**src/rtl/ske_pkg.sv**
```systemverilog
package ske_pkg;
  localparam int unsigned BTN_COUNT  = 8;
  localparam int unsigned CODE_BITS  = BTN_COUNT - 1;
  localparam int unsigned STROBE_IDX = BTN_COUNT - 1;

  typedef struct packed {
    logic                 fresh;
    logic [CODE_BITS-1:0] code;
  } key_status_t;
endpackage

```
**src/rtl/ske_deb_bit.sv**
```systemverilog
module ske_deb_bit #(
  parameter int unsigned DEB_CYCLES  = 65536,
  parameter int unsigned SYNC_STAGES = 2
) (
  input  logic clk,
  input  logic rst_n,
  input  logic raw_in,
  output logic level_out
);
  localparam int unsigned CW = $clog2(DEB_CYCLES + 1);
  localparam logic [CW-1:0] LIMIT = CW'(DEB_CYCLES - 1);

  logic [SYNC_STAGES-1:0] sync_q;
  logic [CW-1:0]          run_cnt;
  logic                   level_q;
  logic                   sync_lvl;

  assign sync_lvl  = sync_q[SYNC_STAGES-1];
  assign level_out = level_q;

  always_ff @(posedge clk or negedge rst_n) begin
    if (!rst_n) begin
      sync_q  <= '0;
      run_cnt <= '0;
      level_q <= 1'b0;
    end else begin
      sync_q <= {sync_q[SYNC_STAGES-2:0], raw_in};
      if (sync_lvl == level_q) begin
        run_cnt <= '0;
      end else if (run_cnt == LIMIT) begin
        level_q <= sync_lvl;
        run_cnt <= '0;
      end else begin
        run_cnt <= run_cnt + 1'b1;
      end
    end
  end

  // filtered level only ever moves toward the synchronised raw level
  p_follow_raw_r2: assert property (@(posedge clk) disable iff (!rst_n)
    (level_q != $past(level_q)) |-> (level_q == $past(sync_lvl)));

  // a change of level restarts the run counter
  p_cnt_restart_r2: assert property (@(posedge clk) disable iff (!rst_n)
    (level_q != $past(level_q)) |-> (run_cnt == '0));
endmodule

```
**src/rtl/ske_deb_bank.sv**
```systemverilog
module ske_deb_bank #(
  parameter int unsigned WIDTH       = 8,
  parameter int unsigned DEB_CYCLES  = 65536,
  parameter int unsigned SYNC_STAGES = 2
) (
  input  logic             clk,
  input  logic             rst_n,
  input  logic [WIDTH-1:0] raw_in,
  output logic [WIDTH-1:0] level_out
);
  for (genvar g = 0; g < WIDTH; g++) begin : g_bit
    ske_deb_bit #(
      .DEB_CYCLES (DEB_CYCLES),
      .SYNC_STAGES(SYNC_STAGES)
    ) u_bit (
      .clk      (clk),
      .rst_n    (rst_n),
      .raw_in   (raw_in[g]),
      .level_out(level_out[g])
    );
  end
endmodule

```
**src/rtl/ske_capture.sv**
```systemverilog
module ske_capture
  import ske_pkg::*;
(
  input  logic                 clk,
  input  logic                 rst_n,
  input  logic [BTN_COUNT-1:0] clean_btn,
  input  logic                 rd_pulse,
  output key_status_t          status
);
  logic                 strobe_prev;
  logic                 press_edge;
  logic                 fresh_q;
  logic [CODE_BITS-1:0] code_q;

  assign press_edge = clean_btn[STROBE_IDX] & ~strobe_prev;
  assign status     = '{fresh: fresh_q, code: code_q};

  always_ff @(posedge clk or negedge rst_n) begin
    if (!rst_n) begin
      strobe_prev <= 1'b0;
      fresh_q     <= 1'b0;
      code_q      <= '0;
    end else begin
      strobe_prev <= clean_btn[STROBE_IDX];
      if (press_edge) begin
        code_q  <= clean_btn[CODE_BITS-1:0];
        fresh_q <= 1'b1;
      end else if (rd_pulse) begin
        fresh_q <= 1'b0;
      end
    end
  end

  // a press captures the live code bits and raises the flag
  p_capture_r4: assert property (@(posedge clk) disable iff (!rst_n)
    press_edge |=> (fresh_q && code_q == $past(clean_btn[CODE_BITS-1:0])));

  // without a press the code register holds
  p_code_hold_r5: assert property (@(posedge clk) disable iff (!rst_n)
    !press_edge |=> $stable(code_q));

  // a read without a press clears the flag
  p_read_clear_r6: assert property (@(posedge clk) disable iff (!rst_n)
    (rd_pulse && !press_edge) |=> !fresh_q);

  // press in the same clock as a read still leaves the flag set
  p_press_wins_r7: assert property (@(posedge clk) disable iff (!rst_n)
    (rd_pulse && press_edge) |=> fresh_q);

  // a held strobe never yields two presses back to back
  p_one_press_r8: assert property (@(posedge clk) disable iff (!rst_n)
    press_edge |=> !press_edge);

  // the flag can rise only through a press
  p_flag_source_r8: assert property (@(posedge clk) disable iff (!rst_n)
    $rose(fresh_q) |-> $past(press_edge));
endmodule

```
**src/rtl/strobe_key_encoder.sv**
```systemverilog
module strobe_key_encoder
  import ske_pkg::*;
#(
  parameter int unsigned DEB_CYCLES  = 65536,
  parameter int unsigned SYNC_STAGES = 2
) (
  input  logic       clk,
  input  logic       rst_n,
  input  logic [7:0] btn_raw,
  input  logic       port_rd,
  output logic [7:0] port_status,
  output logic [7:0] btn_live
);
  logic [BTN_COUNT-1:0] clean_btn;
  key_status_t          stat;

  ske_deb_bank #(
    .WIDTH      (BTN_COUNT),
    .DEB_CYCLES (DEB_CYCLES),
    .SYNC_STAGES(SYNC_STAGES)
  ) u_deb (
    .clk      (clk),
    .rst_n    (rst_n),
    .raw_in   (btn_raw),
    .level_out(clean_btn)
  );

  ske_capture u_cap (
    .clk      (clk),
    .rst_n    (rst_n),
    .clean_btn(clean_btn),
    .rd_pulse (port_rd),
    .status   (stat)
  );

  assign port_status = stat;
  assign btn_live    = clean_btn;

  // outputs are clear in the first clock after reset release
  p_reset_clear_r1: assert property (@(posedge clk)
    (rst_n && !$past(rst_n)) |-> (port_status == 8'h00));

  // key-button edges alone never move the captured code
  p_code_only_on_strobe_r5: assert property (@(posedge clk) disable iff (!rst_n)
    !$rose(btn_live[STROBE_IDX]) |=> $stable(port_status[CODE_BITS-1:0]));
endmodule

```
**config.mk**
```make
export PLATFORM = sky130hd
export DESIGN_NAME = strobe_key_encoder
export DESIGN_NICKNAME = d
export VERILOG_FILES = /design/src/rtl/ske_pkg.sv /design/src/rtl/ske_deb_bit.sv /design/src/rtl/ske_deb_bank.sv /design/src/rtl/ske_capture.sv /design/src/rtl/strobe_key_encoder.sv
export SDC_FILE = /design/constraint.sdc
export NUM_CORES = 1
export LEC_CHECK = 0
export BUFFER_PORTS_ARGS = -buffer_cell sky130_fd_sc_hd__buf_2
export CORE_MARGIN = 5
export CORE_UTILIZATION = 45
export CTS_BUF_LIST = sky130_fd_sc_hd__clkbuf_2
export CTS_CLUSTER_DIAMETER = 200
export DETAILED_ROUTE_END_ITERATION = 10
export GPL_ROUTABILITY_DRIVEN = 0
export SYNTH_ARGS = -nofsm -noshare
export SYNTH_HDL_FRONTEND = slang
export SYNTH_SLANG_ARGS = --single-unit
```
**constraint.sdc**
```tcl
create_clock -name clk -period 2.2 [get_ports clk]
set_input_delay 0.11 -clock clk [delete_from_list [all_inputs] [get_ports clk]]
set_output_delay 0.11 -clock clk [all_outputs]
set_load 0.05 [all_outputs]
```
== Yosys cells after proc, flatten, opt, wreduce, memory -nomap -nowiden ==
Index checks and enable logic that the tools add are counted.
Storage, ports and cells
  register bits after elaboration: 169
  latch bits: 0
  memory bits (writable): 0
  memory bits (read-only): 0
  input bits: 11
  output and inout bits: 16
  word-level logic and storage cells: 88
  memories kept: 0
Operators by class
  $add $sub $neg: 8
  $mul: 0
  divide/modulo/power cells: 0
  $lt $le $gt $ge: 0
  eq/ne operators: 16
  shift-type cells: 0
  muxes and demuxes: 18
  bitwise gates (word level): 10
  reduce and logical (&&, ||, !) cells: 9
Operators by type and width (number)
  17-bit two-way mux: 16
  17-bit by 1-bit adder with 17-bit output (second input constant): 8
  17-bit by 16-bit equality test with 1-bit output (second input constant): 8
  2-bit AND reduction: 8
  1-bit NOT: 9
  1-bit equality test: 8
  1-bit two-way mux: 2
  2-bit nonzero test: 1
  1-bit AND: 1

== Longest topological paths before layout ==
  word-level depth: 3
  depth in mapped cells: 7

== Modules after synthesis ==
From an unflattened synthesis, not the netlist that was laid out.
Second synthesis, totals
  cells, all modules: 733
  area, all modules: 7802.5 um2
Modules (own cells, without submodules)
  ske_deb_bit: times used 8, cells an instance 89, area an instance 928.4 um2, sequential area each 500.5 um2
  ske_capture: times used 1, cells an instance 21, area an instance 375.4 um2, sequential area each 225.2 um2

== Worst setup path after synthesis ==
OpenSTA, ideal clock, no wires.
  path type: register to register
  from: register u_deb.g_bit[1].u_bit.run_cnt[0]
  to: register u_deb.g_bit[1].u_bit.run_cnt[10]
  library setup time: 0.121 ns
  arrival: 1.642 ns
  data required time: 2.079 ns
  slack: 0.437 ns
  cell stages (with the launch flop): 7
  path through: dfrtp_1 ha_1 nand4_1 nor4_2 a21o_1 buf_2 nor2_1
On the way
  longest elaborated chain between the ends: 3
RTL lines
  start, declared: line ske_deb_bit.sv:14  | logic [CW-1:0] run_cnt;
  start signal, assigned: line ske_deb_bit.sv:34  | run_cnt <= run_cnt + 1'b1;
  17-bit by 1-bit adder with 17-bit output or 17-bit by 16-bit equality test with 1-bit output (tied branches): line ske_deb_bit.sv:34, ske_deb_bit.sv:30
  17-bit two-way mux (*): line ske_deb_bit.sv:30  | end else if (run_cnt == LIMIT) begin
  17-bit two-way mux (*): line ske_deb_bit.sv:28  | if (sync_lvl == level_q) begin
Mark *: on every way between the ends. The rest lies on a longest branch, timed or not.
A chain may end at the register's enable or synchronous reset.

== Worst setup path in the final report ==
  from: register u_deb.g_bit[0].u_bit.run_cnt[0]
  to: register u_deb.g_bit[0].u_bit.run_cnt[7]
On the way
  longest elaborated chain between the ends: 3
RTL lines (line)
  start, declared: ske_deb_bit.sv:14
  start signal, assigned: ske_deb_bit.sv:34
  17-bit by 1-bit adder with 17-bit output or 17-bit by 16-bit equality test with 1-bit output (tied branches): ske_deb_bit.sv:34, ske_deb_bit.sv:30
  17-bit two-way mux (*): ske_deb_bit.sv:30
  17-bit two-way mux (*): ske_deb_bit.sv:28
Marked as above.

==> out/results.tsv <==
metric	value	unit
ys async rst share	100.0	%
Startpoint Class	register	
HP Start	port_rd	
IO Count	27	
total global-route track usage	14.47	%
Clock Tree Root	clkbuf_2	
Fin. Hold Viols	0	
area leader, netlist	dfrtp_1	
most common cell in the netlist	dfrtp_1	
top_reg_cell synth	dfrtp_1	
final layout net count	794	
initial antenna violation count	1	
Longest Clk Path Bufs	2	
cells after synthesis	716	
DP Cell Count	956	
max cap viols	0	
EDFF count, synth	0	
hpwl dp	9.235	mm
FF-to-FF setup slack	0.25	ns
pin count of the biggest net entering global routing	68	
Setup CP Type	register to register	
reg2reg start	u_deb.g_bit[0].u_bit.run_cnt[0]$_DFF_PN0_	
FMAX	511.8	MHz
post-synth net total	735	
worst slew pin tran	0.4745	ns
Synth Area per Inst	10.67	µm²
Setup TNS Final	0	ns
Worst Path Arrival	2.58	ns
HP Class	input port to register	
Worst path max stage delay	0.47	ns
first-pass GRT wire length	23.85	mm
Die X	140.3	µm
crit path buf inv count	1	
Design Power	4.988	mW
worst-case hold path end point	u_cap.fresh_q$_DFFE_PN0P_	
Worst-path clk slew	0.21	ns
RSZ-0062 raised after global routing	no	
wire length per cell	13.13	µm
filler cell count	1501	
final hold slack	0.1081	ns
Reg power frac	64.3	%
CTS tree	done	
Seq cells post-synth	169	
Core Area	16640	µm²
Yosys top cell area share	55.36	%
min Tclk post-route	1.954	ns
WP data required	2.83	ns
Combinational Power Share	4.7	%
Pint	3.762	mW
P_sw	1.226	mW
Hold Crit Depth	3	
initial core utilization	45.90	%
Final Setup Violations	0	
YS warnings	0	
Site Rows	47	
Rel. slew slack	68.37	%
synth top area cells	dfrtp_1, xnor2_1, nor2_1, xor2_1, nand4_1	
Resize count post-CTS	0	
via count	5177	
Remaining DRCs	0	
drt first pass iters	4	
Slew Viols, Final	0	
Area growth, synth to finish	11.17	%
fin cells	1009	
sequential element share of the synthesized area	55.36	%
final wirelength	13.25	mm
Port Buffers	26	
worst r2r dst	u_deb.g_bit[0].u_bit.run_cnt[7]$_DFF_PN0_	
P_leak	3.687	nW
Sw Ratio	24.59	%
slowest stage cell, crit path	or3_1	
share of cells above drive strength 1	12.94	%
clk_skew	0.02370	ns
number of global-route vias before repair	5294	
maximum VDD drop	430.6	µV
die area	19680	µm²
cell breakdown of the critical path	ha_1, nand4_1, or3_1, o21ai_2, buf_4, nor2_1	
via/cell ratio	5.131	
Mapped Area	7639	µm²
htree depth	4	
Post-synth top cells	dfrtp_1, nor2_1, xnor2_1, xor2_1, nand3_1	
Num CTS Buffers	17	
ratio of total power to cell area	587.4	nW/µm²
die height	140.3	µm
antenna viol nets, final	0	
Clk pwr share	31.0	%
Synth cell types	41	
1st-iter DRT viols	225	
Worst Setup End Kind	register	
Period Utilization, post-route	88.82	%
run status	finished clean	
Reg2Reg Depth	6	
top cell family by delay on the critical path	simple AND/OR/NAND/NOR gates	
Overflow after GRT	0	
Critical Path Fanout Max	10	
clock sink count	169	
worst skew pair latency	0.73	ns
-- power by group through the flow --
stage | combinational [mW] | clock, mW | sequential, mW
floorplan | 0.104 | 0 | 3.25
global route | 0.276 | 1.78 | 3.22
finish | 0.235 | 1.55 | 3.21
global placement | 0.205 | 0 | 3.26
detailed placement | 0.212 | 0 | 3.26
CTS | 0.244 | 1.63 | 3.21
-- registers in the layout, summed over array words and instances, names as in the netlist --
register	cells
u_deb.g_bit.u_bit.sync_q	16
u_deb.g_bit.u_bit.run_cnt	136
u_cap.fresh_q	1
u_cap.code_q	7
u_deb.g_bit.u_bit.level_out	8
u_cap.strobe_prev	1
-- cell families (layout without fill, tap and decap cells) --
group	count (synthesis)	in the layout	share of synthesized area, %
simple gates	333	333	21.90
flops	169	169	55.36
xor+xnor	113	113	12.96
buf+inv	47	119	2.981
compound gates	31	31	3.276
mux	15	15	2.211
fa+ha+maj	8	8	1.310
other cells	0	1	0
-- worst max-delay path by stage --
stage	start	endpoint	slack, ns	cells past startpoint
after global placement	u_deb.g_bit[1].u_bit.run_cnt[0]$_DFF_PN0_	u_deb.g_bit[1].u_bit.run_cnt[4]$_DFF_PN0_	0.36	5
after global routing	u_deb.g_bit[1].u_bit.run_cnt[0]$_DFF_PN0_	u_deb.g_bit[1].u_bit.run_cnt[2]$_DFF_PN0_	0.08	5
after floorplan	u_deb.g_bit[1].u_bit.run_cnt[0]$_DFF_PN0_	u_deb.g_bit[1].u_bit.run_cnt[10]$_DFF_PN0_	0.44	6
after detailed placement	u_deb.g_bit[0].u_bit.run_cnt[0]$_DFF_PN0_	u_deb.g_bit[0].u_bit.run_cnt[7]$_DFF_PN0_	0.28	6
after CTS	u_deb.g_bit[0].u_bit.run_cnt[0]$_DFF_PN0_	u_deb.g_bit[0].u_bit.run_cnt[7]$_DFF_PN0_	0.25	6
final	u_deb.g_bit[0].u_bit.run_cnt[0]$_DFF_PN0_	u_deb.g_bit[0].u_bit.run_cnt[7]$_DFF_PN0_	0.25	6
-- metrics by stage --
step	util [%]	cell area [µm²]	worst slack (ns)
floorplan	-	7639	0.4372
global placement	48.42	8058	0.3571
detailed placement	48.42	8058	0.2813
CTS	51.01	8489	0.2458
global route	51.03	8492	0.08054
finish	51.03	8492	0.2460
-- metal layers --
| metal | routed length [µm] | GRT usage (%) | share of wire (%) | vias up |
|---|---|---|---|---|
| met5 | 0 | 0 | 0 | - |
| met4 | 151 | 4.029 | 1.1 | 0 |
| met3 | 418 | 4.260 | 3.2 | 13 |
| met2 | 6514 | 24.17 | 49 | 48 |
| met1 | 6168 | 18.42 | 47 | 2559 |
| li1 | - | - | - | 2557 |
-- worst min-delay path: stages --
cell and delay, ns:
dlygate4sd3_1 0.51, buf_2 0.11, o21ai_0 0.07
-- cell type report --
class                   instances  area (µm²)  share of cell area, %
diodes                          1       2.502                0.02947
clock inverters                14       131.4                  1.547
clock buffers                  18       90.09                  1.061
flip-flops and latches        169        4229                  49.80
well taps                     220       275.3                  3.241
inverters                      26       97.59                  1.149
repair buffers                 61       484.2                  5.702
multi-input cells             500        3182                  37.47
-- cell usage in the layout, fill, tap and decap left out, types with 8 or more instances in the layout --
cell type / instances
and2_1: 9
and4_1: 13
buf_2: 25
inv_1: 26
xnor2_1: 63
or3_1: 8
nand4_1: 39
xor2_1: 50
ha_1: 8
nor3_1: 22
nor2_1: 132
nor4_1: 18
buf_4: 13
nand3_1: 42
dfrtp_1: 169
nand2_1: 33
dlygate4sd3_1: 19
clkbuf_2: 18
mux2_2: 15
-- repair_timing --
| item | in CTS | in global routing |
|---|---|---|
| hold endpoints to repair | 178 | 0 |
| hold buffers | 20 | 0 |
| setup buffers | 0 | 0 |
Power figures use the tool's default switching activity.
